<file path="src/rtl/pcb_pkg.sv">
package pcb_pkg;
  localparam int unsigned ADDR_W_DEF = 15;
  localparam int unsigned OFF_W_DEF  = 6;
  localparam int unsigned DATA_W_DEF = 8;

  typedef enum logic [1:0] {
    SEQ_IDLE  = 2'd0,
    SEQ_SWEEP = 2'd1,
    SEQ_HOLD  = 2'd2
  } seq_state_e;
endpackage

</file>
<file path="src/rtl/pcb_addr_ctr.sv">
module pcb_addr_ctr #(
  parameter int unsigned ADDR_W = 15,
  parameter int unsigned OFF_W  = 6
) (
  input  logic              clk_i,
  input  logic              rst_ni,
  input  logic              load_i,
  input  logic [ADDR_W-1:0] addr_i,
  input  logic              off_inc_i,
  input  logic              full_inc_i,
  output logic [ADDR_W-1:0] addr_o
);
  localparam int unsigned PAGE_W = ADDR_W - OFF_W;

  logic [ADDR_W-1:0] addr_q, base;

  assign base = load_i ? addr_i : addr_q;

  always_ff @(posedge clk_i or negedge rst_ni) begin
    if (!rst_ni) addr_q <= '0;
    else if (off_inc_i)
      addr_q <= {base[ADDR_W-1:OFF_W], base[OFF_W-1:0] + OFF_W'(1)};
    else if (full_inc_i)
      addr_q <= base + ADDR_W'(1);
    else if (load_i)
      addr_q <= addr_i;
  end

  assign addr_o = addr_q;

  logic [PAGE_W-1:0] unused_page;
  assign unused_page = base[ADDR_W-1:OFF_W];
endmodule

</file>
<file path="src/rtl/pcb_page_buf.sv">
module pcb_page_buf #(
  parameter int unsigned OFF_W  = 6,
  parameter int unsigned DATA_W = 8
) (
  input  logic                  clk_i,
  input  logic                  rst_ni,
  input  logic                  wr_i,
  input  logic [OFF_W-1:0]      wr_off_i,
  input  logic [DATA_W-1:0]     wr_data_i,
  input  logic                  clr_i,
  input  logic [OFF_W-1:0]      rd_off_i,
  output logic [DATA_W-1:0]     rd_data_o,
  output logic [(1<<OFF_W)-1:0] mask_o
);
  localparam int unsigned NB = 1 << OFF_W;

  logic [DATA_W-1:0] mem_q [NB];
  logic [NB-1:0]     mask_q;

  always_ff @(posedge clk_i) begin
    if (wr_i && !clr_i) mem_q[wr_off_i] <= wr_data_i;
  end

  always_ff @(posedge clk_i or negedge rst_ni) begin
    if (!rst_ni)   mask_q <= '0;
    else if (clr_i) mask_q <= '0;
    else if (wr_i)  mask_q[wr_off_i] <= 1'b1;
  end

  assign rd_data_o = mem_q[rd_off_i];
  assign mask_o    = mask_q;
endmodule

</file>
<file path="src/rtl/pcb_commit_seq.sv">
module pcb_commit_seq
  import pcb_pkg::*;
#(
  parameter int unsigned ADDR_W      = 15,
  parameter int unsigned OFF_W       = 6,
  parameter int unsigned DATA_W      = 8,
  parameter int unsigned WCYC_CYCLES = 250000
) (
  input  logic                  clk_i,
  input  logic                  rst_ni,
  input  logic                  start_i,
  input  logic [ADDR_W-OFF_W-1:0] page_i,
  input  logic [(1<<OFF_W)-1:0] mask_i,
  input  logic [DATA_W-1:0]     rd_data_i,
  output logic [OFF_W-1:0]      rd_off_o,
  output logic                  busy_o,
  output logic                  done_o,
  output logic                  mem_we_o,
  output logic [ADDR_W-1:0]     mem_addr_o,
  output logic [DATA_W-1:0]     mem_data_o
);
  localparam int unsigned PAGE_W = ADDR_W - OFF_W;
  localparam int unsigned NB     = 1 << OFF_W;
  localparam int unsigned CNT_W  = $clog2(WCYC_CYCLES);

  seq_state_e        st_q;
  logic [CNT_W-1:0]  cnt_q;
  logic [PAGE_W-1:0] page_q;
  logic              last;

  assign last   = (cnt_q == CNT_W'(WCYC_CYCLES - 1));
  assign done_o = (st_q != SEQ_IDLE) && last;

  always_ff @(posedge clk_i or negedge rst_ni) begin
    if (!rst_ni) begin
      st_q   <= SEQ_IDLE;
      cnt_q  <= '0;
      page_q <= '0;
    end else begin
      unique case (st_q)
        SEQ_IDLE: if (start_i) begin
          st_q   <= SEQ_SWEEP;
          cnt_q  <= '0;
          page_q <= page_i;
        end
        SEQ_SWEEP: begin
          cnt_q <= cnt_q + CNT_W'(1);
          if (cnt_q == CNT_W'(NB - 1)) st_q <= SEQ_HOLD;
        end
        SEQ_HOLD: begin
          cnt_q <= cnt_q + CNT_W'(1);
          if (last) st_q <= SEQ_IDLE;
        end
        default: st_q <= SEQ_IDLE;
      endcase
    end
  end

  assign rd_off_o   = cnt_q[OFF_W-1:0];
  assign busy_o     = (st_q != SEQ_IDLE);
  assign mem_we_o   = (st_q == SEQ_SWEEP) && mask_i[rd_off_o];
  assign mem_addr_o = {page_q, rd_off_o};
  assign mem_data_o = rd_data_i;
endmodule

</file>
<file path="src/rtl/page_commit_buf.sv">
module page_commit_buf
  import pcb_pkg::*;
#(
  parameter int unsigned ADDR_W      = ADDR_W_DEF,
  parameter int unsigned OFF_W       = OFF_W_DEF,
  parameter int unsigned DATA_W      = DATA_W_DEF,
  parameter int unsigned WCYC_CYCLES = 250000
) (
  input  logic              clk_i,
  input  logic              rst_ni,
  input  logic              addr_load_i,
  input  logic [ADDR_W-1:0] addr_i,
  input  logic              byte_vld_i,
  input  logic [DATA_W-1:0] byte_i,
  input  logic              rd_step_i,
  input  logic              commit_i,
  input  logic              abort_i,
  input  logic              wp_i,
  output logic              busy_o,
  output logic [ADDR_W-1:0] addr_o,
  output logic              mem_we_o,
  output logic [ADDR_W-1:0] mem_addr_o,
  output logic [DATA_W-1:0] mem_data_o
);
  localparam int unsigned NB = 1 << OFF_W;

  logic              idle, load_eff, byte_eff, step_eff, abort_eff;
  logic              commit_eff, start, discard, done, any_staged;
  logic [ADDR_W-1:0] cur_addr, eff_addr;
  logic [NB-1:0]     mask;
  logic [OFF_W-1:0]  rd_off;
  logic [DATA_W-1:0] rd_data;

  assign idle       = !busy_o;
  assign abort_eff  = idle && abort_i;
  assign load_eff   = idle && addr_load_i;
  assign byte_eff   = idle && byte_vld_i && !abort_i;
  assign step_eff   = idle && rd_step_i && !byte_eff;
  assign commit_eff = idle && commit_i && !abort_i;
  assign eff_addr   = load_eff ? addr_i : cur_addr;
  assign any_staged = (|mask) || byte_eff;
  assign start      = commit_eff && !wp_i && any_staged;
  assign discard    = commit_eff && wp_i;

  pcb_addr_ctr #(.ADDR_W(ADDR_W), .OFF_W(OFF_W)) u_ctr (
    .clk_i      (clk_i),
    .rst_ni     (rst_ni),
    .load_i     (load_eff),
    .addr_i     (addr_i),
    .off_inc_i  (byte_eff),
    .full_inc_i (step_eff),
    .addr_o     (cur_addr)
  );

  pcb_page_buf #(.OFF_W(OFF_W), .DATA_W(DATA_W)) u_buf (
    .clk_i     (clk_i),
    .rst_ni    (rst_ni),
    .wr_i      (byte_eff),
    .wr_off_i  (eff_addr[OFF_W-1:0]),
    .wr_data_i (byte_i),
    .clr_i     (abort_eff || discard || done),
    .rd_off_i  (rd_off),
    .rd_data_o (rd_data),
    .mask_o    (mask)
  );

  pcb_commit_seq #(
    .ADDR_W(ADDR_W), .OFF_W(OFF_W), .DATA_W(DATA_W), .WCYC_CYCLES(WCYC_CYCLES)
  ) u_seq (
    .clk_i      (clk_i),
    .rst_ni     (rst_ni),
    .start_i    (start),
    .page_i     (eff_addr[ADDR_W-1:OFF_W]),
    .mask_i     (mask),
    .rd_data_i  (rd_data),
    .rd_off_o   (rd_off),
    .busy_o     (busy_o),
    .done_o     (done),
    .mem_we_o   (mem_we_o),
    .mem_addr_o (mem_addr_o),
    .mem_data_o (mem_data_o)
  );

  assign addr_o = cur_addr;
endmodule

</file>
<file path="config.mk">
export PLATFORM = sky130hd
export DESIGN_NAME = page_commit_buf
export DESIGN_NICKNAME = d
export VERILOG_FILES = /design/src/rtl/pcb_pkg.sv /design/src/rtl/pcb_addr_ctr.sv /design/src/rtl/pcb_page_buf.sv /design/src/rtl/pcb_commit_seq.sv /design/src/rtl/page_commit_buf.sv
export SDC_FILE = /design/constraint.sdc
export NUM_CORES = 1
export LEC_CHECK = 0
export CORE_MARGIN = 2
export CORE_UTILIZATION = 35
export DETAILED_ROUTE_END_ITERATION = 16
export GPL_TIMING_DRIVEN = 0
export SYNTH_ARGS = -nofsm -noshare
export SYNTH_HDL_FRONTEND = slang
export SYNTH_HIERARCHICAL = 1
export SYNTH_SLANG_ARGS = --single-unit
export TNS_END_PERCENT = 30
</file>
<file path="constraint.sdc">
create_clock -name clk_i -period 9.7 [get_ports clk_i]
set_clock_uncertainty 0.1 [all_clocks]
set_input_delay 1.455 -clock clk_i [delete_from_list [all_inputs] [get_ports clk_i]]
set_output_delay 1.455 -clock clk_i [all_outputs]
set_load 0.005 [all_outputs]
</file>
Word level (Yosys, flattened, before mapping)
Memories as Yosys holds them, arrays and structs flattened.
Cells that the tools add are included.
W data, S select, Z words.
{"block": "classes", "order_cmp": 3, "n_addsub": 3, "n_reduce_logical": 32, "n_bitwise": 1, "n_mux": 17, "eq_ne": 7}
{"op": "$mux W64", "n": 2}
{"op": "$or A64 B64 Y64", "n": 1}
{"op": "$reduce_or A64 Y1", "n": 1}
{"op": "$mux W15", "n": 3}
{"op": "$pmux W18 S2", "n": 1}
{"op": "$add A18 B1 Y18 const B", "n": 1}
{"op": "$eq A18 B18 Y1 const B", "n": 1}
{"op": "$eq A18 B6 Y1 const B", "n": 1}
{"op": "$mux W18", "n": 1}
{"op": "$add A15 B1 Y15 const B", "n": 1}
{"op": "$logic_and A1 B1 Y1", "n": 15}
{"op": "$lt A6 B7 Y1 const B", "n": 2}
{"op": "$add A6 B1 Y6 const B", "n": 1}
{"op": "$bmux W1 S6", "n": 1}
{"op": "$demux W1 S6", "n": 1}
{"op": "$ge A6 B1 Y1 const B", "n": 1}
{"op": "$mux W2", "n": 3}
{"op": "$pmux W2 S3", "n": 1}
{"op": "$reduce_bool A2 Y1", "n": 3}
{"op": "$logic_not A1 Y1", "n": 5}
{"op": "$mux W1", "n": 4}
{"op": "$ne A2 B1 Y1 const B", "n": 2}
{"op": "$reduce_and A2 Y1", "n": 2}
{"op": "$logic_or A1 B1 Y1", "n": 3}
{"op": "6 further kinds", "n": 6}
{"block": "totals", "reg_bits": 108, "wordCells": 69, "n_memories": 1, "mem_bits_rw": 512, "output_inout_bits": 40}
{"name": "u_buf.mem_q", "words": 64, "word_bits": 8, "rd": 1, "rd_clocked_by_memory_dff": 0, "write_ports": 1, "line": "pcb_page_buf.sv:17", "rtl": "logic [DATA_W-1:0] mem_q [NB];"}

Depth between registers and ports, before layout
{"block": "logic_depth", "word_depth": 11, "ltp_mapped": 14, "ltp_nobuf": 11}

Cells and area by module
The synthesis kept the hierarchy.
{"module": "pcb_page_buf", "cells_per_inst": 1150, "n_inst": 1, "area_each_um2": 22369.0, "seq_area_each_um2": 16976.3}
{"module": "pcb_commit_seq", "cells_per_inst": 216, "n_inst": 1, "area_each_um2": 2180.8, "seq_area_each_um2": 725.7}
{"module": "pcb_addr_ctr", "cells_per_inst": 88, "n_inst": 1, "area_each_um2": 970.9, "seq_area_each_um2": 375.4}
{"module": "page_commit_buf", "cells_per_inst": 46, "n_inst": 1, "area_each_um2": 417.9, "seq_area_each_um2": 0.0}

Least setup slack after synthesis
No wires, ideal clock.
{"block": "synth_path", "path_kind": "in2reg", "startpoint": "in addr_load_i", "endpoint": "mem u_buf.mem_q[33][0] (enable)", "slack_ps": 5660, "arrival_time_ps": 3570, "n_path_buf": 5, "setup_ps": 370, "required_time_ps": 9230, "cell_stages": 9, "path_cell_list": "nor2b_1 -> buf_6 -> buf_6 -> mux2_4 -> clkbuf_1 -> or3b_2 -> clkbuf_1 -> clkbuf_1 -> nor2_1"}
{"block": "synth_between", "elab_chain_cells": 2}
{"item": "from (decl)", "line": "page_commit_buf.sv:11", "rtl": "input logic addr_load_i,"}
{"item": "$logic_and A1 B1 Y1", "line": "page_commit_buf.sv:36", "rtl": "assign load_eff = idle && addr_load_i;"}
{"item": "named net load_eff", "line": "page_commit_buf.sv:27", "rtl": "logic idle, load_eff, byte_eff, step_eff, abort_eff;"}
{"item": "$mux W15"}
{"item": "named net eff_addr[4]", "line": "page_commit_buf.sv:29", "rtl": "logic [ADDR_W-1:0] cur_addr, eff_addr;"}
{"item": "to (decl)", "line": "pcb_page_buf.sv:17"}
The timed path passes the listed nets, and every way through them passes these cells.

Final worst setup path
{"block": "layout_path", "startpoint": "reg u_seq.cnt_q[1]", "endpoint": "out mem_data_o[5]"}
{"block": "layout_between", "elab_chain_cells": 1}
{"item": "from (decl)", "line": "pcb_commit_seq.sv:27", "rtl": "logic [CNT_W-1:0] cnt_q;"}
{"item": "from (signal assigned)", "line": "pcb_commit_seq.sv:47", "rtl": "cnt_q <= cnt_q + CNT_W'(1);"}
{"item": "from (signal assigned)", "line": "pcb_commit_seq.sv:51", "rtl": "cnt_q <= cnt_q + CNT_W'(1);"}
{"item": "$mem_v2 Z64 W8"}
{"item": "to (decl)", "line": "page_commit_buf.sv:23", "rtl": "output logic [DATA_W-1:0] mem_data_o"}
No other way between the ends.

==> reports/results.txt <==
Crit end category - output pin
Number of flops mapped to enable cells by yosys - 512
NetSw - 2545 uW
P_int - 5664 uW
CTS tree - built
Measured slew at the worst slew-check pin - 1202 ps
Mapped Nets - 1537
Synth Cell Area - 0.02594 mm2
DR pass1 iterations - 5
Post-synth top area share - 59.27%
Diode count - 0
CTS Root Cell - clkbuf_16
Critical Path Source Type - flop
Share of total power in combinational logic - 32.0%
Vias per inst - 5.430
CP peak stage delay - 600 ps
Post-route ant nets - 0
Buffers plus inverters on the worst setup path - 6
DP Wirelength - 42.62 mm
Critical path's top delay family - buffers and inverters
Post-CTS Setup Repair Bufs - 0
Critical setup path kind - reg2out
Synthesized flop and latch total - 620
Total power per unit cell area - 272.3 mW/mm2
Worst-path cell chain - buf_4 > buf_6 > buf_6 > clkbuf_1 > mux4_2 > mux2i_1 > a21oi_1 > o21ai_0 > o21ai_1 > buf_4 > clkdlybuf4s50_1
Port bufs - 70
Yosys warning count - 6
Critical path required time - 8150 ps
Clock H-tree levels - 3
Hold_buf cts - 0
Die Y - 276.2 um
Post-route clock period utilization - 59.61%
CTS resizes - 0
Status - finished clean
Worst-Skew Late Latency - 590 ps
Synth unique cells - 73
Site Rows - 99
Commonest cells after routing, fill and taps aside - edfxtp_1, mux4_2, nor2_1, dfrtp_1, inv_1
Chip width - 276.2 um
Bufs on Longest Clock Path - 3
Dpl cells - 2538
Drt first-iter violations - 1341
RSZ-0062 raised after global routing - no
Largest net degree at the start of global routing - 65
Max-slew violations - 0
Most common cell after layout, fill and taps aside - edfxtp_1
Core area - 0.07321 mm2
Switching fraction of total power - 31.00%
Vias in the first global route - 14780
Slowest-stage cell, CP - clkbuf_1
Hold Crit Class - reg2reg
Ys async rst share - 17.42%
Layout area overhead - 16.22%
Post-route minimum period - 5782 ps
Fmax - 0.1730 GHz
Max Cap Viol - 0
GRT overflow - 0
Total vias in the final route - 14450
Clock sink total - 620
Synth area leader - edfxtp_1
Post-Syn Instances - 1500
First-pass GRT wire length - 95.52 mm
WP data arrival - 4230 ps
Post-synth top flop - edfxtp_1
Slew headroom - 19.85%
CTS buffer count - 68
Antenna violations before repair - 0
Mapped Avg Cell Area - 17.29 um2
VDD IR-drop max - 0.1428 mV
I/O Pins - 71
Setup violators final - 0
GR Util All Layers - 16.62%
WL/cell - 23.89 um
Post-synthesis sequential area ratio - 69.69%
CP Max Fanout - 10
Fin Setup TNS - 0 ps
Synth top area cells - edfxtp_1, mux4_2, dfrtp_1
Final Hold Vio Count - 0
Die area - 0.07630 mm2
GPL Wtd Cong - 0.8804
Leakage - 0.009911 uW
Fraction of layout cells with a size suffix above 1 - 20.74%
Clk pwr share - 30.6%
Final nets - 1687
Post-route insts no fill - 2661
Sequential cell fraction of total power - 37.4%
WL final - 63.58 mm
Reg clk slew, reported paths - 60 ps
DR DRC count - 0
Initial Util - 35.43%
Reg2Reg Setup Slack - 5260 ps
[layer usage]
| layer | global-route usage [%] | routed length (um) | up-vias |
|---|---|---|---|
| met1 | 22.88 | 27310 | 7608 |
| met3 | 3.414 | 4334 | 90 |
| met4 | 4.540 | 1398 | 0 |
| met2 | 26.88 | 30540 | 540 |
| met5 | 0 | 0 | - |
| li1 | - | - | 6211 |
[kinds of logic after synthesis]
group                    after synthesis  share of synthesized area [%]
AO/OA/AOI/OAI                        171                          4.423
XOR/XNOR                              27                         0.9117
adder cells (fa/ha/maj)                6                         0.2894
buffers and inverters                185                          3.854
flip-flops                           620                          69.69
multiplexers                         216                          15.64
AND/OR/NAND/NOR                      275                          5.186
[power groups by stage]
stage          Sequential, uW  Combinational, uW  Clock, uW
2_1_floorplan            3100               1690          0
3_3_place_gp             3130               2600          0
3_5_place_dp             3120               2630          0
4_1_cts                  3070               2640       2570
5_1_grt                  3080               2790       2670
6_report                 3070               2630       2510
[final timing paths]
| check | startpoint | to | cells past startpoint |
|---|---|---|---|
| worst max-delay path | u_seq/cnt_q[1] | mem_data_o[5] | 11 |
| worst min-delay path | u_seq/page_q[0] | u_seq/page_q[0] | 1 |
| worst max register to register | u_seq/cnt_q[1] | u_buf/mem_q[20][4] | 9 |
| worst min register to register | u_seq/page_q[0] | u_seq/page_q[0] | 1 |
| max in group asynchronous | rst_ni | u_buf/mask_o[61] | 2 |
| min in group asynchronous | rst_ni | u_ctr/addr_o[10] | 1 |
[cell type report]
type | instances | area [um2]
clock inverter | 34 | 366.6
multi-input combinational | 695 | 6862
inverter | 74 | 277.8
fill | 6513 | 43060
clock buffer | 88 | 1787
tap | 959 | 1200
buffer | 111 | 721.9
timing repair buffer | 80 | 853.3
sequential | 620 | 18080
[registers in the layout, summed over array words and instances, names as in the netlist]
name          flops
u_seq/page_q      9
u_buf/mem_q     512
u_seq/cnt_q      18
u_buf/mask_o     64
u_seq/st_q        2
u_ctr/addr_o     15
[Yosys cell counts (all sizes together), types with 4 or more instances]
cell,count
and3,4
nand2,55
ha,6
o221ai,7
a311oi,9
nor3b,4
nand3b,5
xor2,12
clkbuf,49
inv,74
nand3,19
nand4,10
edfxtp,512
o21ai,37
a31oi,9
dfrtp,108
a21oi,13
mux2,34
nor2b,8
nand2b,4
mux2i,39
nor3,15
nor2,115
or3,4
buf,62
xnor2,15
nor4,19
o22ai,64
or4,5
o211ai,6
a2111oi,5
mux4,143
[through the flow]
stage | power (uW) | hold slack, ps | utilization, % | setup slack [ps] | area, um2
2_1_floorplan | 4789 | 391.0 | - | 5660 | 25940
3_3_place_gp | 5732 | 392.3 | 38.03 | 2807 | 27840
3_5_place_dp | 5758 | 394.0 | 38.23 | 4055 | 27980
4_1_cts | 8282 | 407.6 | 41.17 | 3929 | 30140
5_1_grt | 8543 | 411.9 | 41.18 | 3841 | 30150
6_report | 8209 | 401.8 | 41.18 | 3918 | 30150
(Power assumes the default switching activity.)
